[config.mk]
export PLATFORM = sky130hd
export DESIGN_NAME = boot_cfg_loader
export DESIGN_NICKNAME = d
export VERILOG_FILES = /design/src/rtl/bcl_pkg.sv /design/src/rtl/bcl_halfdiv.sv /design/src/rtl/bcl_mw_reader.sv /design/src/rtl/bcl_store.sv /design/src/rtl/boot_cfg_loader.sv
export SDC_FILE = /design/constraint.sdc
export NUM_CORES = 1
export LEC_CHECK = 0
export BUFFER_PORTS_ARGS = -buffer_cell sky130_fd_sc_hd__clkbuf_2
export CAP_MARGIN = 30
export CORE_UTILIZATION = 51
export DETAILED_ROUTE_END_ITERATION = 10
export HOLD_SLACK_MARGIN = 0.08
export PLACE_DENSITY = 0.78
export RECOVER_POWER = 25
export SETUP_SLACK_MARGIN = 0.02
export SYNTH_ARGS = -nofsm -noshare
export SYNTH_HDL_FRONTEND = slang
export SYNTH_HIERARCHICAL = 1
export SYNTH_SLANG_ARGS = --single-unit
[constraint.sdc]
create_clock -name clk_i -period 2.58 [get_ports clk_i]
set_input_delay 0.387 -clock clk_i [delete_from_list [all_inputs] [get_ports clk_i]]
set_output_delay 0.387 -clock clk_i [all_outputs]
set_load 0.02 [all_outputs]
[src/rtl/bcl_pkg.sv]
package bcl_pkg;

  typedef enum logic [2:0] {
    ST_CAPTURE,
    ST_ISSUE,
    ST_WAIT,
    ST_APPLY,
    ST_IDLE
  } ld_state_e;

  localparam logic [2:0]  MW_READ_CMD = 3'b110;
  localparam int unsigned STRAP_W     = 2;
  localparam int unsigned FIXED_WORDS = 8;
  localparam logic [15:0] SIG_LO      = 16'h5757;
  localparam logic [15:0] SIG_HI      = 16'h4242;

  localparam int unsigned ADDR_MAC0   = 0;
  localparam int unsigned ADDR_BUS    = 3;
  localparam int unsigned ADDR_SIG0   = 7;
  localparam int unsigned ADDR_SIG1   = 8;
  localparam int unsigned ADDR_CFG_AB = 14;
  localparam int unsigned ADDR_CFG_C  = 15;
  localparam int unsigned ADDR_CIS    = 16;

  // schedule index -> EEPROM word address; unused words are skipped
  function automatic int unsigned load_addr(input int unsigned idx);
    case (idx)
      0, 1, 2, 3: return idx;
      4:          return ADDR_SIG0;
      5:          return ADDR_SIG1;
      6:          return ADDR_CFG_AB;
      7:          return ADDR_CFG_C;
      default:    return ADDR_CIS + idx - FIXED_WORDS;
    endcase
  endfunction

endpackage

[src/rtl/bcl_halfdiv.sv]
module bcl_halfdiv #(
  parameter int unsigned HALF_DIV = 4
) (
  input  logic clk_i,
  input  logic rst_ni,
  input  logic run_i,
  output logic tick_o
);
  localparam int unsigned CW = (HALF_DIV > 1) ? $clog2(HALF_DIV) : 1;
  localparam logic [CW-1:0] LAST = CW'(HALF_DIV - 1);

  logic [CW-1:0] cnt_q;

  assign tick_o = run_i && (cnt_q == LAST);

  always_ff @(posedge clk_i or negedge rst_ni) begin
    if (!rst_ni)                cnt_q <= '0;
    else if (!run_i || tick_o) cnt_q <= '0;
    else                       cnt_q <= cnt_q + 1'b1;
  end
endmodule

[src/rtl/bcl_mw_reader.sv]
module bcl_mw_reader
  import bcl_pkg::*;
#(
  parameter int unsigned AW       = 8,
  parameter int unsigned HALF_DIV = 4
) (
  input  logic          clk_i,
  input  logic          rst_ni,
  input  logic          start_i,
  input  logic [AW-1:0] addr_i,
  output logic          done_o,
  output logic [15:0]   data_o,
  output logic          cs_o,
  output logic          sk_o,
  output logic          di_o,
  input  logic          do_i
);
  localparam int unsigned CMD_BITS = 3 + AW;
  localparam int unsigned NB       = CMD_BITS + 17;
  localparam int unsigned BW       = $clog2(NB);
  localparam logic [BW-1:0] LAST_BIT   = BW'(NB - 1);
  localparam logic [BW-1:0] FIRST_DATA = BW'(CMD_BITS + 1);

  logic                busy_q, high_q, done_q;
  logic                cs_q, sk_q, di_q;
  logic [BW-1:0]       bc_q;
  logic [CMD_BITS-1:0] cmd_q;
  logic [CMD_BITS-1:0] cmd_w;
  logic [15:0]         data_q;
  logic                tick;

  assign cmd_w = {MW_READ_CMD, addr_i};

  bcl_halfdiv #(.HALF_DIV(HALF_DIV)) i_div (
    .clk_i (clk_i),
    .rst_ni(rst_ni),
    .run_i (busy_q),
    .tick_o(tick)
  );

  always_ff @(posedge clk_i or negedge rst_ni) begin
    if (!rst_ni) begin
      busy_q <= 1'b0;
      high_q <= 1'b0;
      done_q <= 1'b0;
      cs_q   <= 1'b0;
      sk_q   <= 1'b0;
      di_q   <= 1'b0;
      bc_q   <= '0;
      cmd_q  <= '0;
      data_q <= '0;
    end else begin
      done_q <= 1'b0;
      if (!busy_q) begin
        if (start_i) begin
          busy_q <= 1'b1;
          cs_q   <= 1'b1;
          sk_q   <= 1'b0;
          high_q <= 1'b0;
          bc_q   <= '0;
          di_q   <= cmd_w[CMD_BITS-1];
          cmd_q  <= {cmd_w[CMD_BITS-2:0], 1'b0};
        end
      end else if (tick) begin
        if (!high_q) begin
          sk_q   <= 1'b1;
          high_q <= 1'b1;
        end else begin
          sk_q   <= 1'b0;
          high_q <= 1'b0;
          // sample at end of high phase; first clock after address is dummy
          if (bc_q >= FIRST_DATA) data_q <= {data_q[14:0], do_i};
          if (bc_q == LAST_BIT) begin
            busy_q <= 1'b0;
            cs_q   <= 1'b0;
            di_q   <= 1'b0;
            done_q <= 1'b1;
          end else begin
            bc_q  <= bc_q + 1'b1;
            di_q  <= cmd_q[CMD_BITS-1];
            cmd_q <= {cmd_q[CMD_BITS-2:0], 1'b0};
          end
        end
      end
    end
  end

  assign done_o = done_q;
  assign data_o = data_q;
  assign cs_o   = cs_q;
  assign sk_o   = sk_q;
  assign di_o   = di_q;
endmodule

[src/rtl/bcl_store.sv]
module bcl_store
  import bcl_pkg::*;
#(
  parameter int unsigned AW        = 8,
  parameter int unsigned CIS_WORDS = 8,
  parameter int unsigned CIS_IW    = 4
) (
  input  logic              clk_i,
  input  logic              rst_ni,
  input  logic              we_i,
  input  logic [AW-1:0]     waddr_i,
  input  logic [15:0]       wdata_i,
  input  logic [CIS_IW-1:0] cis_idx_i,
  output logic [47:0]       mac_o,
  output logic              bus8_o,
  output logic              sig_ok_o,
  output logic [15:0]       cfg_ab_o,
  output logic [7:0]        cfg_c_o,
  output logic [7:0]        cis_byte_o
);
  localparam int unsigned CIS_WW = CIS_IW - 1;

  logic [15:0] mac_w_q [3];
  logic [15:0] cis_q   [CIS_WORDS];
  logic [15:0] sig0_q, sig1_q, cfg_ab_q;
  logic [7:0]  cfg_c_q;
  logic        bus8_q;

  for (genvar j = 0; j < 3; j++) begin : g_mac
    always_ff @(posedge clk_i or negedge rst_ni) begin
      if (!rst_ni) mac_w_q[j] <= '0;
      else if (we_i && waddr_i == AW'(ADDR_MAC0 + j)) mac_w_q[j] <= wdata_i;
    end
  end

  for (genvar k = 0; k < CIS_WORDS; k++) begin : g_cis
    always_ff @(posedge clk_i or negedge rst_ni) begin
      if (!rst_ni) cis_q[k] <= '0;
      else if (we_i && waddr_i == AW'(ADDR_CIS + k)) cis_q[k] <= wdata_i;
    end
  end

  always_ff @(posedge clk_i or negedge rst_ni) begin
    if (!rst_ni) begin
      sig0_q   <= '0;
      sig1_q   <= '0;
      cfg_ab_q <= '0;
      cfg_c_q  <= '0;
      bus8_q   <= 1'b0;
    end else if (we_i) begin
      if (waddr_i == AW'(ADDR_BUS))    bus8_q   <= wdata_i[0];
      if (waddr_i == AW'(ADDR_SIG0))   sig0_q   <= wdata_i;
      if (waddr_i == AW'(ADDR_SIG1))   sig1_q   <= wdata_i;
      if (waddr_i == AW'(ADDR_CFG_AB)) cfg_ab_q <= wdata_i;
      if (waddr_i == AW'(ADDR_CFG_C))  cfg_c_q  <= wdata_i[7:0];
    end
  end

  logic [CIS_WW-1:0] widx;
  logic [15:0]       cis_word;

  assign widx       = cis_idx_i[CIS_IW-1:1];
  assign cis_word   = (int'(widx) < CIS_WORDS) ? cis_q[widx] : 16'h0;
  assign cis_byte_o = cis_idx_i[0] ? cis_word[15:8] : cis_word[7:0];

  assign mac_o    = {mac_w_q[2], mac_w_q[1], mac_w_q[0]};
  assign bus8_o   = bus8_q;
  assign sig_ok_o = (sig0_q == SIG_LO) && (sig1_q == SIG_HI);
  assign cfg_ab_o = cfg_ab_q;
  assign cfg_c_o  = cfg_c_q;
endmodule

[src/rtl/boot_cfg_loader.sv]
module boot_cfg_loader
  import bcl_pkg::*;
#(
  parameter int unsigned AW        = 8,
  parameter int unsigned CIS_WORDS = 8,
  parameter int unsigned HALF_DIV  = 4,
  localparam int unsigned CIS_IW   = $clog2(2 * CIS_WORDS)
) (
  input  logic              clk_i,
  input  logic              rst_ni,
  input  logic [1:0]        strap_i,
  input  logic              ee_override_i,
  output logic              ee_cs_o,
  output logic              ee_sk_o,
  output logic              ee_di_o,
  input  logic              ee_do_i,
  input  logic [CIS_IW-1:0] cis_idx_i,
  output logic [7:0]        cis_byte_o,
  output logic [47:0]       mac_o,
  output logic              bus8_o,
  output logic [7:0]        cfg_a_o,
  output logic [7:0]        cfg_b_o,
  output logic [7:0]        cfg_c_o,
  output logic              done_o,
  output logic              sig_err_o
);
  localparam int unsigned N_WORDS = FIXED_WORDS + CIS_WORDS;
  localparam int unsigned IW      = $clog2(N_WORDS);
  localparam logic [IW-1:0] LAST_IDX = IW'(N_WORDS - 1);

  ld_state_e     state_q;
  logic [IW-1:0] idx_q;
  logic          ovr_q, done_q, err_q;
  logic [7:0]    cfg_a_q, cfg_b_q, cfg_c_q;

  logic          rd_start, rd_done, st_we, sig_ok;
  logic [AW-1:0] rd_addr;
  logic [15:0]   rd_data, ee_cfg_ab;
  logic [7:0]    ee_cfg_c;

  assign rd_addr  = AW'(load_addr(int'(idx_q)));
  assign rd_start = (state_q == ST_ISSUE);
  assign st_we    = (state_q == ST_WAIT) && rd_done;

  bcl_mw_reader #(.AW(AW), .HALF_DIV(HALF_DIV)) i_reader (
    .clk_i  (clk_i),
    .rst_ni (rst_ni),
    .start_i(rd_start),
    .addr_i (rd_addr),
    .done_o (rd_done),
    .data_o (rd_data),
    .cs_o   (ee_cs_o),
    .sk_o   (ee_sk_o),
    .di_o   (ee_di_o),
    .do_i   (ee_do_i)
  );

  bcl_store #(.AW(AW), .CIS_WORDS(CIS_WORDS), .CIS_IW(CIS_IW)) i_store (
    .clk_i     (clk_i),
    .rst_ni    (rst_ni),
    .we_i      (st_we),
    .waddr_i   (rd_addr),
    .wdata_i   (rd_data),
    .cis_idx_i (cis_idx_i),
    .mac_o     (mac_o),
    .bus8_o    (bus8_o),
    .sig_ok_o  (sig_ok),
    .cfg_ab_o  (ee_cfg_ab),
    .cfg_c_o   (ee_cfg_c),
    .cis_byte_o(cis_byte_o)
  );

  always_ff @(posedge clk_i or negedge rst_ni) begin
    if (!rst_ni) begin
      state_q <= ST_CAPTURE;
      idx_q   <= '0;
      ovr_q   <= 1'b0;
      done_q  <= 1'b0;
      err_q   <= 1'b0;
      cfg_a_q <= '0;
      cfg_b_q <= '0;
      cfg_c_q <= '0;
    end else begin
      case (state_q)
        ST_CAPTURE: begin
          cfg_a_q <= {{(8-STRAP_W){1'b0}}, strap_i};
          cfg_b_q <= '0;
          cfg_c_q <= '0;
          ovr_q   <= ee_override_i;
          state_q <= ST_ISSUE;
        end
        ST_ISSUE: state_q <= ST_WAIT;
        ST_WAIT: begin
          if (rd_done) begin
            if (idx_q == LAST_IDX) begin
              state_q <= ST_APPLY;
            end else begin
              idx_q   <= idx_q + 1'b1;
              state_q <= ST_ISSUE;
            end
          end
        end
        ST_APPLY: begin
          // commit only once both signatures are known
          if (sig_ok && ovr_q) begin
            cfg_a_q <= ee_cfg_ab[7:0];
            cfg_b_q <= ee_cfg_ab[15:8];
            cfg_c_q <= ee_cfg_c;
          end
          err_q   <= !sig_ok;
          done_q  <= 1'b1;
          state_q <= ST_IDLE;
        end
        default: state_q <= ST_IDLE;
      endcase
    end
  end

  assign cfg_a_o   = cfg_a_q;
  assign cfg_b_o   = cfg_b_q;
  assign cfg_c_o   = cfg_c_q;
  assign done_o    = done_q;
  assign sig_err_o = err_q;
endmodule

# Word level (Yosys, flattened, before mapping)
# Index checks and enable logic that the tools add are counted.
[totals]
reg_bits = 306
in_bits = 10
output_inout_bits = 86
elab_cells = 161
[classes]
addsub = 5
n_lt_le_gt_ge = 2
eq_ne = 36
n_mux = 47
bitwise_logic = 2
reduce_logical = 36
[ops]
columns = ["cell", "n"]
rows = [
  ["$eq A8 B5 Y1 const B", 8],
  ["$mux W11", 5],
  ["$bmux W16 S3", 1],
  ["$pmux W8 S2", 3],
  ["$pmux W8 S5", 1],
  ["$eq A16 B15 Y1 const B", 2],
  ["$mux W16", 2],
  ["$mux W8", 4],
  ["$mux W5", 5],
  ["$eq A8 B4 Y1 const B", 3],
  ["$mux W1", 22],
  ["$eq A4 B3 Y1 const B", 4],
  ["$eq A8 B2 Y1 const B", 2],
  ["$logic_and A1 B1 Y1", 15],
  ["$reduce_and A2 Y1", 7],
  ["$reduce_and A4 Y1", 3],
  ["$ne A2 B2 Y1 const B", 5],
  ["$pmux W3 S3", 1],
  ["$eq A4 B2 Y1 const B", 2],
  ["$eq A8 B1 Y1 const B", 1],
  ["$eq A8 B3 Y1 const B", 1],
  ["$logic_not A8 Y1", 1],
  ["$sub A6 B4 Y7 const B", 1],
  ["$add A5 B4 Y6 const A", 1],
  ["other kinds (23)", 28],
]

# Longest topological paths before layout
# Gate-level depths: netlist (run 1).
[depth]
depth_word = 5
depth_mapped = 10
depth_no_buf = 8

# By module
# Netlist (run 1), hierarchy kept.
[modules_own_cells]
columns = ["mod", "instances", "cells_each", "area_each_um2", "seq_area_each_um2"]
rows = [
  ["bcl_store", 1, 612, 9962.1, 5830.6],
  ["boot_cfg_loader", 1, 161, 1707.9, 850.8],
  ["bcl_mw_reader", 1, 121, 1619.1, 900.9],
  ["bcl_halfdiv", 1, 6, 91.3, 50.0],
]

# Least setup slack after synthesis (run 1)
# No wires, ideal clock.
[synth_timing]
path_type = "register to register"
start = "register idx_q[0]"
end = "register i_store.sig0_q[10]"
setup_ns = 0.125
t_arrival_ns = 2.556
required_time_ns = 2.455
slack_ns = -0.100
path_stages_with_launch = 11
path_buffers = 3
synth_period_minus_slack_ns = 2.680
cell_sequence = "dfrtp_1 -> inv_1 -> ha_1 -> or4_1 -> a21oi_1 -> nor2b_1 -> clkbuf_1 -> and4b_1 -> buf_2 -> buf_2 -> mux2_2"
[synth_via]
elab_chain_len = 5
word_cells_on_any_way = 14
classes_between = "add/sub: 2; eq/ne: 8; mux: 1; reduce/logical: 3"
[synth_rtl]
columns = ["item", "line_no", "source"]
rows = [
  ["start, declared", "boot_cfg_loader.sv:32", "logic [IW-1:0] idx_q;"],
  ["start signal, assigned", "boot_cfg_loader.sv:98", "idx_q <= idx_q + 1'b1;"],
  ["$add A5 B4 Y6, or another cell as far along", "bcl_pkg.sv:33", "default: return ADDR_CIS + idx - FIXED_WORDS;"],
  ["$sub A6 B4 Y7 / $reduce_or A4 Y1 (equally long branches)", "bcl_pkg.sv:33, bcl_pkg.sv:27", ""],
  ["$pmux W8 S5 *", "bcl_pkg.sv:27", "case (idx)"],
  ["named net rd_addr[3]", "boot_cfg_loader.sv:37", "logic [AW-1:0] rd_addr;"],
  ["$eq A8 B3 Y1 *", "bcl_store.sv:52", "if (waddr_i == AW'(ADDR_SIG0)) sig0_q <= wdata_i;"],
  ["$reduce_and A2 Y1 (no line) *", "--", ""],
  ["end signal, assigned", "bcl_store.sv:52", ""],
  ["end, declared", "bcl_store.sv:25", "logic [15:0] sig0_q, sig1_q, cfg_ab_q;"],
]
# The timed path passes the listed nets; every way through them passes the cells marked *.
# A chain may end at the register's enable or synchronous reset.

# Final worst setup path (run 1)
[layout_timing]
start = "register idx_q[1]"
end = "register i_store.cfg_ab_q[4], in the netlist i_store/cfg_ab_o[4]"
[layout_via]
elab_chain_len = 5
word_cells_on_any_way = 14
classes_between = "add/sub: 2; eq/ne: 8; mux: 1; reduce/logical: 3"
[layout_rtl]
columns = ["item", "line_no", "source"]
rows = [
  ["$add A5 B4 Y6, or another cell as far along", "bcl_pkg.sv:33", ""],
  ["$sub A6 B4 Y7 / $reduce_or A4 Y1 (equally long branches)", "bcl_pkg.sv:33, bcl_pkg.sv:27", ""],
  ["$pmux W8 S5 *", "bcl_pkg.sv:27", ""],
  ["named net rd_addr[3]", "boot_cfg_loader.sv:37", ""],
  ["$eq A8 B4 Y1 *", "bcl_store.sv:54", "if (waddr_i == AW'(ADDR_CFG_AB)) cfg_ab_q <= wdata_i;"],
  ["$reduce_and A2 Y1 (no line) *", "--", ""],
  ["end signal, assigned", "bcl_store.sv:54", ""],
  ["end, declared", "bcl_store.sv:25", ""],
]
# Marked as above.

==> results.py, run 1 <==
metrics = {
    "setup_path": {
        "cpLargestDelayFamily": "simple AND/OR/NAND/NOR gates",
        "cp_data_required_time_ps": 3020,
        "worst-r2r-cell-count": 9,
        "crit_type": "reg2reg",
        "critPathMaxFanout": 8,
        "path_depth": 9,
        "worst_path_max_delay_cell": "or4_4",
        "crit_chain": "inv_2 -> ha_4 -> or4_4 -> a21oi_4 -> buf_6 -> nor4b_4 -> buf_4 -> clkbuf_16 -> mux2_4",
        "critPathArrivalTime_ps": 3040,
        "worst-path-buf-inv": 4,
        "cpPeakStageDelay_ps": 540,
        "crit_path_start_kind": "register",
        "endpoint_kind": "register",
    },
    "drt": {
        "vias": 7904,
        "wl_met2_um": 14400,
        "wire_per_inst_um": 20.5,
        "highest_layer": "met4",
        "route.met3.wl_um": 928,
        "wl_met1_um": 12600,
        "drc": 0,
        "routed_wl_um": 28400,
        "antenna_left": 0,
        "drtIter0Drc": 424,
        "viasPerCell": 5.70,
        "dr.pass1.iters": 4,
    },
    "die": {
        "die_y_um": 164,
        "start_util_pct": 52.5,
        "core_um2": 25500,
        "die_w_um": 164,
        "dieArea_um2": 26900,
        "rows": 58,
        "io_pins": 96,
    },
    "global_route": {
        "grt_max_degree": 71,
        "grtUsageTotal_pct": 21.7,
        "antenna_found_initial": 0,
        "grt_pass1_wl_um": 45300,
        "grt_pass1_vias": 8336,
        "overflow": 0,
    },
    "run": {
        "max_cap_viol_count": 1,
    },
    "sta": {
        "worst_pin_slew_ps": 1830,
        "slew_violations": 70,
        "fin_worst_skew_ps": 26.2,
        "finalSetupViolCount": 10,
        "final.period_utilization_pct": 101,
        "slew_headroom_pct": -22.2,
        "max_freq_mhz": 385,
        "whs_ps": 192,
        "hold_viol": 0,
        "finalWorstSetupSlack_ps": -15.1,
        "final.setup.tns_ps": -43.5,
        "rsz0062_at_grt": "yes",
        "period_minus_slack_ps": 2600,
    },
    "finish": {
        "nFillCells": 1813,
        "n_antenna_cell": 0,
        "multiInputGateArea_um2": 5430,
        "register_area_um2": 7630,
        "drive_above_1_share_pct": 51.0,
        "fin_util_pct": 62.1,
        "syn2layout_area_growth_pct": 18.2,
        "nNetsFinal": 1050,
    },
    "pwr": {
        "leakage_nw": 7.88,
        "ir_drop_uv": 524,
        "powerDensity_nw_per_um2": 601,
    },
    "logic_synthesis": {
        "async_flop_share_pct": 100,
        "syn_area_um2": 13400,
        "ys.flop_type": "dfrtp_1",
        "synth_area_per_cell_um2": 14.9,
        "synth_edf_count": 0,
        "ys_warn_count": 6,
        "seq_area_frac_synth_pct": 57.0,
        "synthCells": 900,
        "synth.distinct_cells": 65,
        "ys_ff_latch": 305,
    },
    "clocking": {
        "cts_tree": "built",
        "cts_root_buffer": "clkbuf_16",
        "clkSinkCount": 305,
        "path_clk_slew_ps": 60,
        "clkLatencyLatePin_ps": 560,
        "cts_buffers": 30,
        "h-tree-depth": 1,
        "clk_path_buf_depth": 3,
    },
    "placement": {
        "io_buffers": 95,
        "routabilityCongestion": 0.851,
        "hpwl_um": 17700,
    },
    "run_status": {
        "violations": "max-capacitance violations, max-slew violations, negative setup slack",
        "status": "finished, violations left",
    },
    "worst_hold_path": {
        "holdPathStages": 3,
        "hold_path.class": "in2reg",
    },
}
[metrics by stage]
step	power [mW]	instances	setup WS [ps]	instance area [um^2]
6_report	9.50	1387	-15.1	15800
5_1_grt	9.80	1387	-81.9	15800
4_1_cts	9.60	1383	19.6	15700
3_5_place_dp	5.08	1322	-62.1	14600
3_3_place_gp	5.08	1322	45.4	14600
2_1_floorplan	4.93	908	12.0	13400
[cell usage after synthesis (2+ instances only)]
library cell	number	area, um^2
a21oi_1	4	20.0
a22oi_1	16	120
and3_1	2	12.5
and3b_1	2	17.5
and4b_1	5	50.1
buf_1	2	7.51
buf_2	24	120
buf_6	7	78.8
buf_8	2	30.0
clkbuf_1	24	90.1
dfrtp_1	305	7630
ha_1	7	87.6
inv_1	33	124
mux2_2	257	2890
mux2_4	12	180
mux2i_1	23	230
mux4_2	32	721
nand2_1	38	143
nand2b_1	3	18.8
nand3_1	10	50.1
nand3b_1	3	22.5
nand4_1	4	25.0
nand4_2	8	100
nand4b_1	4	35.0
nor2_1	12	45.0
nor2b_1	6	37.5
nor3_1	3	15.0
nor4b_1	4	35.0
o21ai_0	8	40.0
o31ai_1	3	22.5
or4b_1	2	20.0
xnor2_1	2	17.5
[worst paths after layout]
path / start / end / slack, ps
max: idx_q[1]$_DFFE_PN0P_ / i_store/cfg_ab_o[4]$_DFFE_PN0P_ / -20
min: strap_i[0] / cfg_a_o[0]$_DFFE_PN0P_ / 190
max reg2reg: idx_q[1]$_DFFE_PN0P_ / i_store/cfg_ab_o[4]$_DFFE_PN0P_ / -20
min reg2reg: i_reader/i_div/cnt_q[0]$_DFF_PN0_ / i_reader/i_div/cnt_q[0]$_DFF_PN0_ / 470
max in group asynchronous: rst_ni / cfg_b_o[4]$_DFFE_PN0P_ / 430
min in group asynchronous: rst_ni / i_store/cis_q[80]$_DFFE_PN0P_ / 860
[routing by layer]
metal	global-route usage (%)	up-vias
li1	-	3525
met5	0	-
met1	29.6	4214
met2	37.2	123
met3	2.70	42
met4	4.63	0
[cell families after synthesis]
family | count (synthesis) | share of synthesized area, %
adders and majority gates | 7 | 0.655
other | 1 | 0.0280
xor gates and xnor gates | 3 | 0.196
and+or+nand+nor | 124 | 6.18
DFF | 305 | 57.0
muxes | 325 | 30.2
buffers and inverters | 93 | 3.42
AOI/OAI and AO/OA | 42 | 2.31
[area by class of cell]
type	count	share of cell area, %
clock buffer	40	5.49
clock inverter	16	1.11
inverter	33	0.783
multi-input combinational	510	34.3
sequential	305	48.3
tap	330	2.61
timing repair buffer	153	7.42
[sequential cells by signal, indices dropped and copies added, names as in the netlist, 8 cells and up]
name / count
cfg_b_o: 8
i_store/cfg_ab_o: 16
i_reader/cmd_q: 10
cfg_a_o: 8
i_store/sig1_q: 16
i_store/cis_q: 128
i_store/sig0_q: 16
i_store/cfg_c_o: 8
i_store/mac_o: 48
i_reader/data_o: 16
cfg_c_o: 8
[placed cells by master, fill, tap and decap left out, drive strengths merged, types with 6 or more instances in the layout]
master and n:
clkinv 11, nand4 12, ha 7, nand2 38, nor4b 6, buf 52, dfrtp 305, nor2b 6
inv 33, nor2 13, clkbuf 138, a22oi 16, conb 9, mux4 32, nand3 11, mux2i 23
mux2 270, o21ai 9
[worst register-to-register path, delay by kind of cell, from the launching register on]
| kind | cells | cell delay (ps) |
|---|---|---|
| buffers and inverters | 4 | 590 |
| AO/OA/AOI/OAI | 1 | 260 |
| adder cells (fa/ha/maj) | 1 | 180 |
| flip-flops | 1 | 420 |
| AND/OR/NAND/NOR | 2 | 720 |
| multiplexers | 1 | 310 |
[repair_timing]
item / 4_1_cts / 5_1_grt
setup buffers: 2 / 3
gates resized for setup: 9 / 22
setup endpoints to repair: 168 / 185
pin swaps: 1 / 3
hold buffers: 3 / 0
cloned: 0 / 1
hold endpoints to repair: 66 / 0
[report_power, final]
part | total [mW] | internal, mW | switching (mW)
registers | 4.79 | 4.79 | 0.00202
clock network | 4.52 | 2.66 | 1.85
logic | 0.198 | 0.0556 | 0.143
Note: power is estimated with default switching activity, not from simulation.
==> inputs of run 2 (changes only) <==
- RECOVER_POWER: 25 -> 100
==> results.py, run 2 (synthesis gave the netlist of run 1 again) <==
metrics = {
    "run_status": {
        "status": "finished, violations left",
        "violations": "max-capacitance violations, max-slew violations, negative setup slack",
    },
    "sta": {
        "hold_viol": 0,
        "final.setup.tns_ps": -43.5,
        "finalWorstSetupSlack_ps": -15.1,
        "worst_pin_slew_ps": 1830,
        "max_freq_mhz": 385,
        "slew_headroom_pct": -22.1,
        "period_minus_slack_ps": 2600,
        "whs_ps": 192,
        "rsz0062_at_grt": "yes",
        "final.period_utilization_pct": 101,
        "fin_worst_skew_ps": 26.4,
        "slew_violations": 70,
        "finalSetupViolCount": 10,
    },
    "drt": {
        "wire_per_inst_um": 20.5,
        "dr.pass1.iters": 4,
        "drtIter0Drc": 424,
        "drc": 0,
        "antenna_left": 0,
        "routed_wl_um": 28400,
        "viasPerCell": 5.70,
        "vias": 7904,
    },
    "clocking": {
        "path_clk_slew_ps": 60,
        "cts_root_buffer": "clkbuf_16",
        "clkLatencyLatePin_ps": 560,
        "cts_tree": "built",
        "h-tree-depth": 1,
        "clkSinkCount": 305,
        "cts_buffers": 30,
        "clk_path_buf_depth": 3,
    },
    "pwr": {
        "leakage_nw": 7.88,
        "powerDensity_nw_per_um2": 601,
        "ir_drop_uv": 524,
    },
    "setup_path": {
        "cp_data_required_time_ps": 3020,
        "crit_path_start_kind": "register",
        "critPathMaxFanout": 8,
        "cpPeakStageDelay_ps": 540,
        "worst-r2r-cell-count": 9,
        "crit_type": "reg2reg",
        "crit_chain": "inv_2 -> ha_4 -> or4_4 -> a21oi_4 -> buf_6 -> nor4b_4 -> buf_4 -> clkbuf_16 -> mux2_4",
        "critPathArrivalTime_ps": 3040,
        "worst_path_max_delay_cell": "or4_4",
        "endpoint_kind": "register",
    },
    "global_route": {
        "grtUsageTotal_pct": 21.7,
        "grt_pass1_wl_um": 45300,
        "overflow": 0,
        "grt_max_degree": 71,
        "antenna_found_initial": 0,
        "grt_pass1_vias": 8336,
    },
    "finish": {
        "syn2layout_area_growth_pct": 18.2,
        "layout_common_cells": "304 x dfrtp_1, 245 x mux2_2, 96 x clkbuf_2",
        "nNetsFinal": 1050,
        "mostFrequentLayoutCell": "dfrtp_1",
        "largest_reg_flops": 128,
        "drive_above_1_share_pct": 51.0,
        "largest_register": "i_store/cis_q",
        "n_antenna_cell": 0,
    },
    "run": {
        "max_cap_viol_count": 1,
    },
    "die": {
        "die_y_um": 164,
        "start_util_pct": 52.5,
        "core_um2": 25500,
        "io_pins": 96,
        "dieArea_um2": 26900,
        "rows": 58,
        "die_w_um": 164,
    },
    "placement": {
        "pre_cts_slack_ps": -62.1,
        "routabilityCongestion": 0.851,
        "io_buffers": 95,
        "hpwl_um": 17700,
    },
    "worst_hold_path": {
        "hold_path.class": "in2reg",
        "holdPathStages": 3,
    },
}
[run 2: cell types whose count changed in the layout (fill, tap and decap cells not counted)]
cell	before	now
clkbuf_4	0	1
buf_4	29	28
[run 2: worst paths after layout]
kind	to	slack (ps)	start
min in group asynchronous	i_store/cis_q[80]$_DFFE_PN0P_	860	rst_ni
max in group asynchronous	i_store/cis_q[107]$_DFFE_PN0P_	400	rst_ni
setup / recovery	i_store/cfg_ab_o[4]$_DFFE_PN0P_	-20	idx_q[1]$_DFFE_PN0P_
hold / removal	cfg_a_o[0]$_DFFE_PN0P_	190	strap_i[0]
setup reg to reg	i_store/cfg_ab_o[4]$_DFFE_PN0P_	-20	idx_q[1]$_DFFE_PN0P_
hold reg to reg	i_reader/i_div/cnt_q[0]$_DFF_PN0_	470	i_reader/i_div/cnt_q[0]$_DFF_PN0_
[run 2: power by group]
part / internal [mW] / total [mW] / switching (mW)
clock network: 2.66 / 4.52 / 1.85
logic: 0.0555 / 0.198 / 0.143
registers: 4.79 / 4.79 / 0.00202
total: 7.50 / 9.50 / 2.00
[run 2: worst max-delay path, delay by kind of cell, from the launching register on]
family / cells / cell delay, ps
AO/OA/AOI/OAI: 1 / 260
adder cells (fa/ha/maj): 1 / 180
buffers and inverters: 4 / 590
flip-flops: 1 / 420
multiplexers: 1 / 310
AND/OR/NAND/NOR: 2 / 720
[run 2: layout make-up]
| class | instances | area (um^2) |
|---|---|---|
| Multi-Input combinational cell | 510 | 5430 |
| Clock buffer | 40 | 868 |
| Tap cell | 330 | 413 |
| Fill cell | 1813 | 9660 |
| Inverter | 33 | 124 |
| Sequential cell | 305 | 7630 |
| Timing Repair Buffer | 153 | 1170 |
| Clock inverter | 16 | 175 |
[run 2: routing by layer]
layer,share of wire [%],wire length (um),vias to the layer above,global-route usage (%)
li1,-,-,3525,-
met1,44,12600,4214,29.6
met2,51,14400,123,37.2
met3,3.3,928,42,2.70
met4,1.6,452,0,4.63
met5,0,0,-,0
[run 2: repair_timing]
item / 4_1_cts / 5_1_grt
pin swaps: 1 / 3
endpoints found under the hold margin: 66 / 0
buffers inserted: 2 / 3
resized for setup: 9 / 22
setup endpoints to repair: 168 / 185
hold buffers: 3 / 0
cloned: 0 / 1
[run 2: per-stage QoR]
step / std cells / power [mW] / util [%] / instance area, um^2
finish: 1387 / 9.50 / 62.1 / 15800
global route: 1387 / 9.80 / 62.1 / 15800
CTS: 1383 / 9.60 / 61.7 / 15700
detailed placement: 1322 / 5.08 / 57.3 / 14600
global placement: 1322 / 5.08 / 57.3 / 14600
floorplan: 908 / 4.93 / - / 13400
==> inputs of run 3 (changes only) <==
- CORE_UTILIZATION: 51 -> 30
- PLACE_DENSITY: 0.78 -> 0.53
==> results.py, run 3 (synthesis gave the netlist of run 1 again) <==
metrics = {
    "sta": {
        "max_freq_mhz": 388,
        "fin_worst_skew_ps": 16.4,
        "rsz0062_at_grt": "yes",
        "finalWorstSetupSlack_ps": 4.25,
        "final.setup.tns_ps": 0,
        "finalSetupViolCount": 0,
        "slew_violations": 0,
        "worst_pin_slew_ps": 1100,
        "final.period_utilization_pct": 99.8,
        "slew_headroom_pct": 26.9,
        "hold_viol": 0,
        "period_minus_slack_ps": 2580,
    },
    "clocking": {
        "path_clk_slew_ps": 60,
        "clkSinkCount": 305,
        "cts_tree": "built",
        "clk_path_buf_depth": 3,
        "clkLatencyLatePin_ps": 530,
        "cts_root_buffer": "clkbuf_16",
        "cts_buffers": 36,
        "h-tree-depth": 2,
    },
    "finish": {
        "layout_common_cells": "303 x dfrtp_1, 241 x mux2_2, 90 x clkbuf_1",
        "n_antenna_cell": 0,
        "nNetsFinal": 1062,
        "multiInputGateArea_um2": 5460,
        "register_area_um2": 7630,
        "nFillCells": 4334,
        "syn2layout_area_growth_pct": 21.4,
        "largest_register": "i_store/cis_q",
        "stdcell_count": 1662,
        "drive_above_1_share_pct": 43.9,
        "mostFrequentLayoutCell": "dfrtp_1",
        "largest_reg_flops": 128,
    },
    "setup_path": {
        "critPathArrivalTime_ps": 2990,
        "crit_path_start_kind": "register",
        "endpoint_kind": "register",
        "critPathMaxFanout": 8,
        "crit_type": "reg2reg",
        "cp_data_required_time_ps": 2990,
    },
    "drt": {
        "wire_per_inst_um": 18.3,
        "viasPerCell": 4.69,
        "vias": 7794,
        "drc": 0,
        "drtIter0Drc": 341,
        "routed_wl_um": 30400,
        "dr.pass1.iters": 4,
        "antenna_left": 0,
    },
    "run": {
        "max_cap_viol_count": 0,
    },
    "pwr": {
        "pwr-share-comb_pct": 1.9,
        "netSwitchingFraction_pct": 21.6,
        "leakage_nw": 7.70,
        "ir_drop_uv": 408,
        "powerDensity_nw_per_um2": 614,
        "power_frac_clock_pct": 50.1,
        "p_int_mw": 7.82,
        "switching_power_mw": 2.16,
        "p_total_mw": 9.98,
        "p_seq_share_pct": 48.0,
    },
    "worst_hold_path": {
        "hold_path.class": "in2reg",
    },
    "global_route": {
        "overflow": 0,
        "antenna_found_initial": 0,
        "grt_pass1_vias": 8167,
        "grt_pass1_wl_um": 48100,
        "grtUsageTotal_pct": 13.7,
        "grt_max_degree": 80,
    },
    "die": {
        "die_w_um": 213,
        "rows": 77,
        "io_pins": 96,
        "core_um2": 44100,
        "die_y_um": 213,
        "start_util_pct": 30.3,
        "dieArea_um2": 45500,
    },
    "placement": {
        "hpwl_um": 19400,
        "dp_cells": 1589,
        "io_buffers": 95,
        "pre_cts_slack_ps": -33.9,
        "routabilityCongestion": 0.729,
    },
    "run_status": {
        "status": "finished clean",
    },
}
-- run 3: timing repair --
item	in CTS	in global routing
pin swaps	0	4
resized for setup	11	38
endpoints found under the setup margin	104	202
hold buffers	2	0
cloned	1	0
setup buffers	6	2
hold endpoints to repair	40	0
-- run 3: through the flow --
step                util [%]  area, um^2  hold slack [ps]
finish                  36.8       16200              104
CTS                     36.9       16300             87.0
floorplan                  -       13400             91.4
global route            36.8       16200              101
detailed placement      33.9       15000              317
global placement        33.9       15000              313
-- run 3: layout make-up --
class	instances	share of cell area (%)
Sequential cell	305	47.0
Multi-Input combinational cell	510	33.6
Timing Repair Buffer	159	6.82
Clock buffer	55	6.60
Tap cell	592	4.56
Inverter	33	0.778
Clock inverter	8	0.647
-- run 3: path summary, 6_finish.rpt --
check / startpoint / to / slack [ps] / cells after the start
max: idx_q[0]$_DFFE_PN0P_ / i_store/cfg_ab_o[10]$_DFFE_PN0P_ / 4 / 10
min: ee_override_i / ovr_q$_DFFE_PN0P_ / 100 / 2
max reg2reg: idx_q[0]$_DFFE_PN0P_ / i_store/cfg_ab_o[10]$_DFFE_PN0P_ / 4 / 10
min reg2reg: i_reader/i_div/cnt_q[0]$_DFF_PN0_ / i_reader/i_div/cnt_q[0]$_DFF_PN0_ / 440 / 1
max in group asynchronous: rst_ni / i_store/cfg_c_o[5]$_DFFE_PN0P_ / 350 / 3
min in group asynchronous: rst_ni / i_reader/bc_q[4]$_DFFE_PN0P_ / 600 / 2
-- run 3: power groups by stage --
stage | sequential [mW] | clock [mW] | combinational (mW)
floorplan | 4.88 | 0 | 0.0541
global placement | 4.88 | 0 | 0.211
detailed placement | 4.88 | 0 | 0.212
CTS | 4.79 | 5.19 | 0.215
global route | 4.79 | 5.35 | 0.221
finish | 4.79 | 5.00 | 0.191
-- run 3: critical path, cell delays in order (launching register included) --
cell and delay (ps):
dfrtp_2 440, inv_4 70, ha_4 170, or4_4 540
a21oi_4 230, buf_6 130, nor4b_4 190, buf_6 150
buf_12 110, buf_16 130, mux2_4 300
-- run 3: per-layer routing --
layer	global-route usage [%]	routed length, um
met2	22.3	14700
met1	19.0	14100
met4	3.69	612
met3	2.12	931
met5	0	0
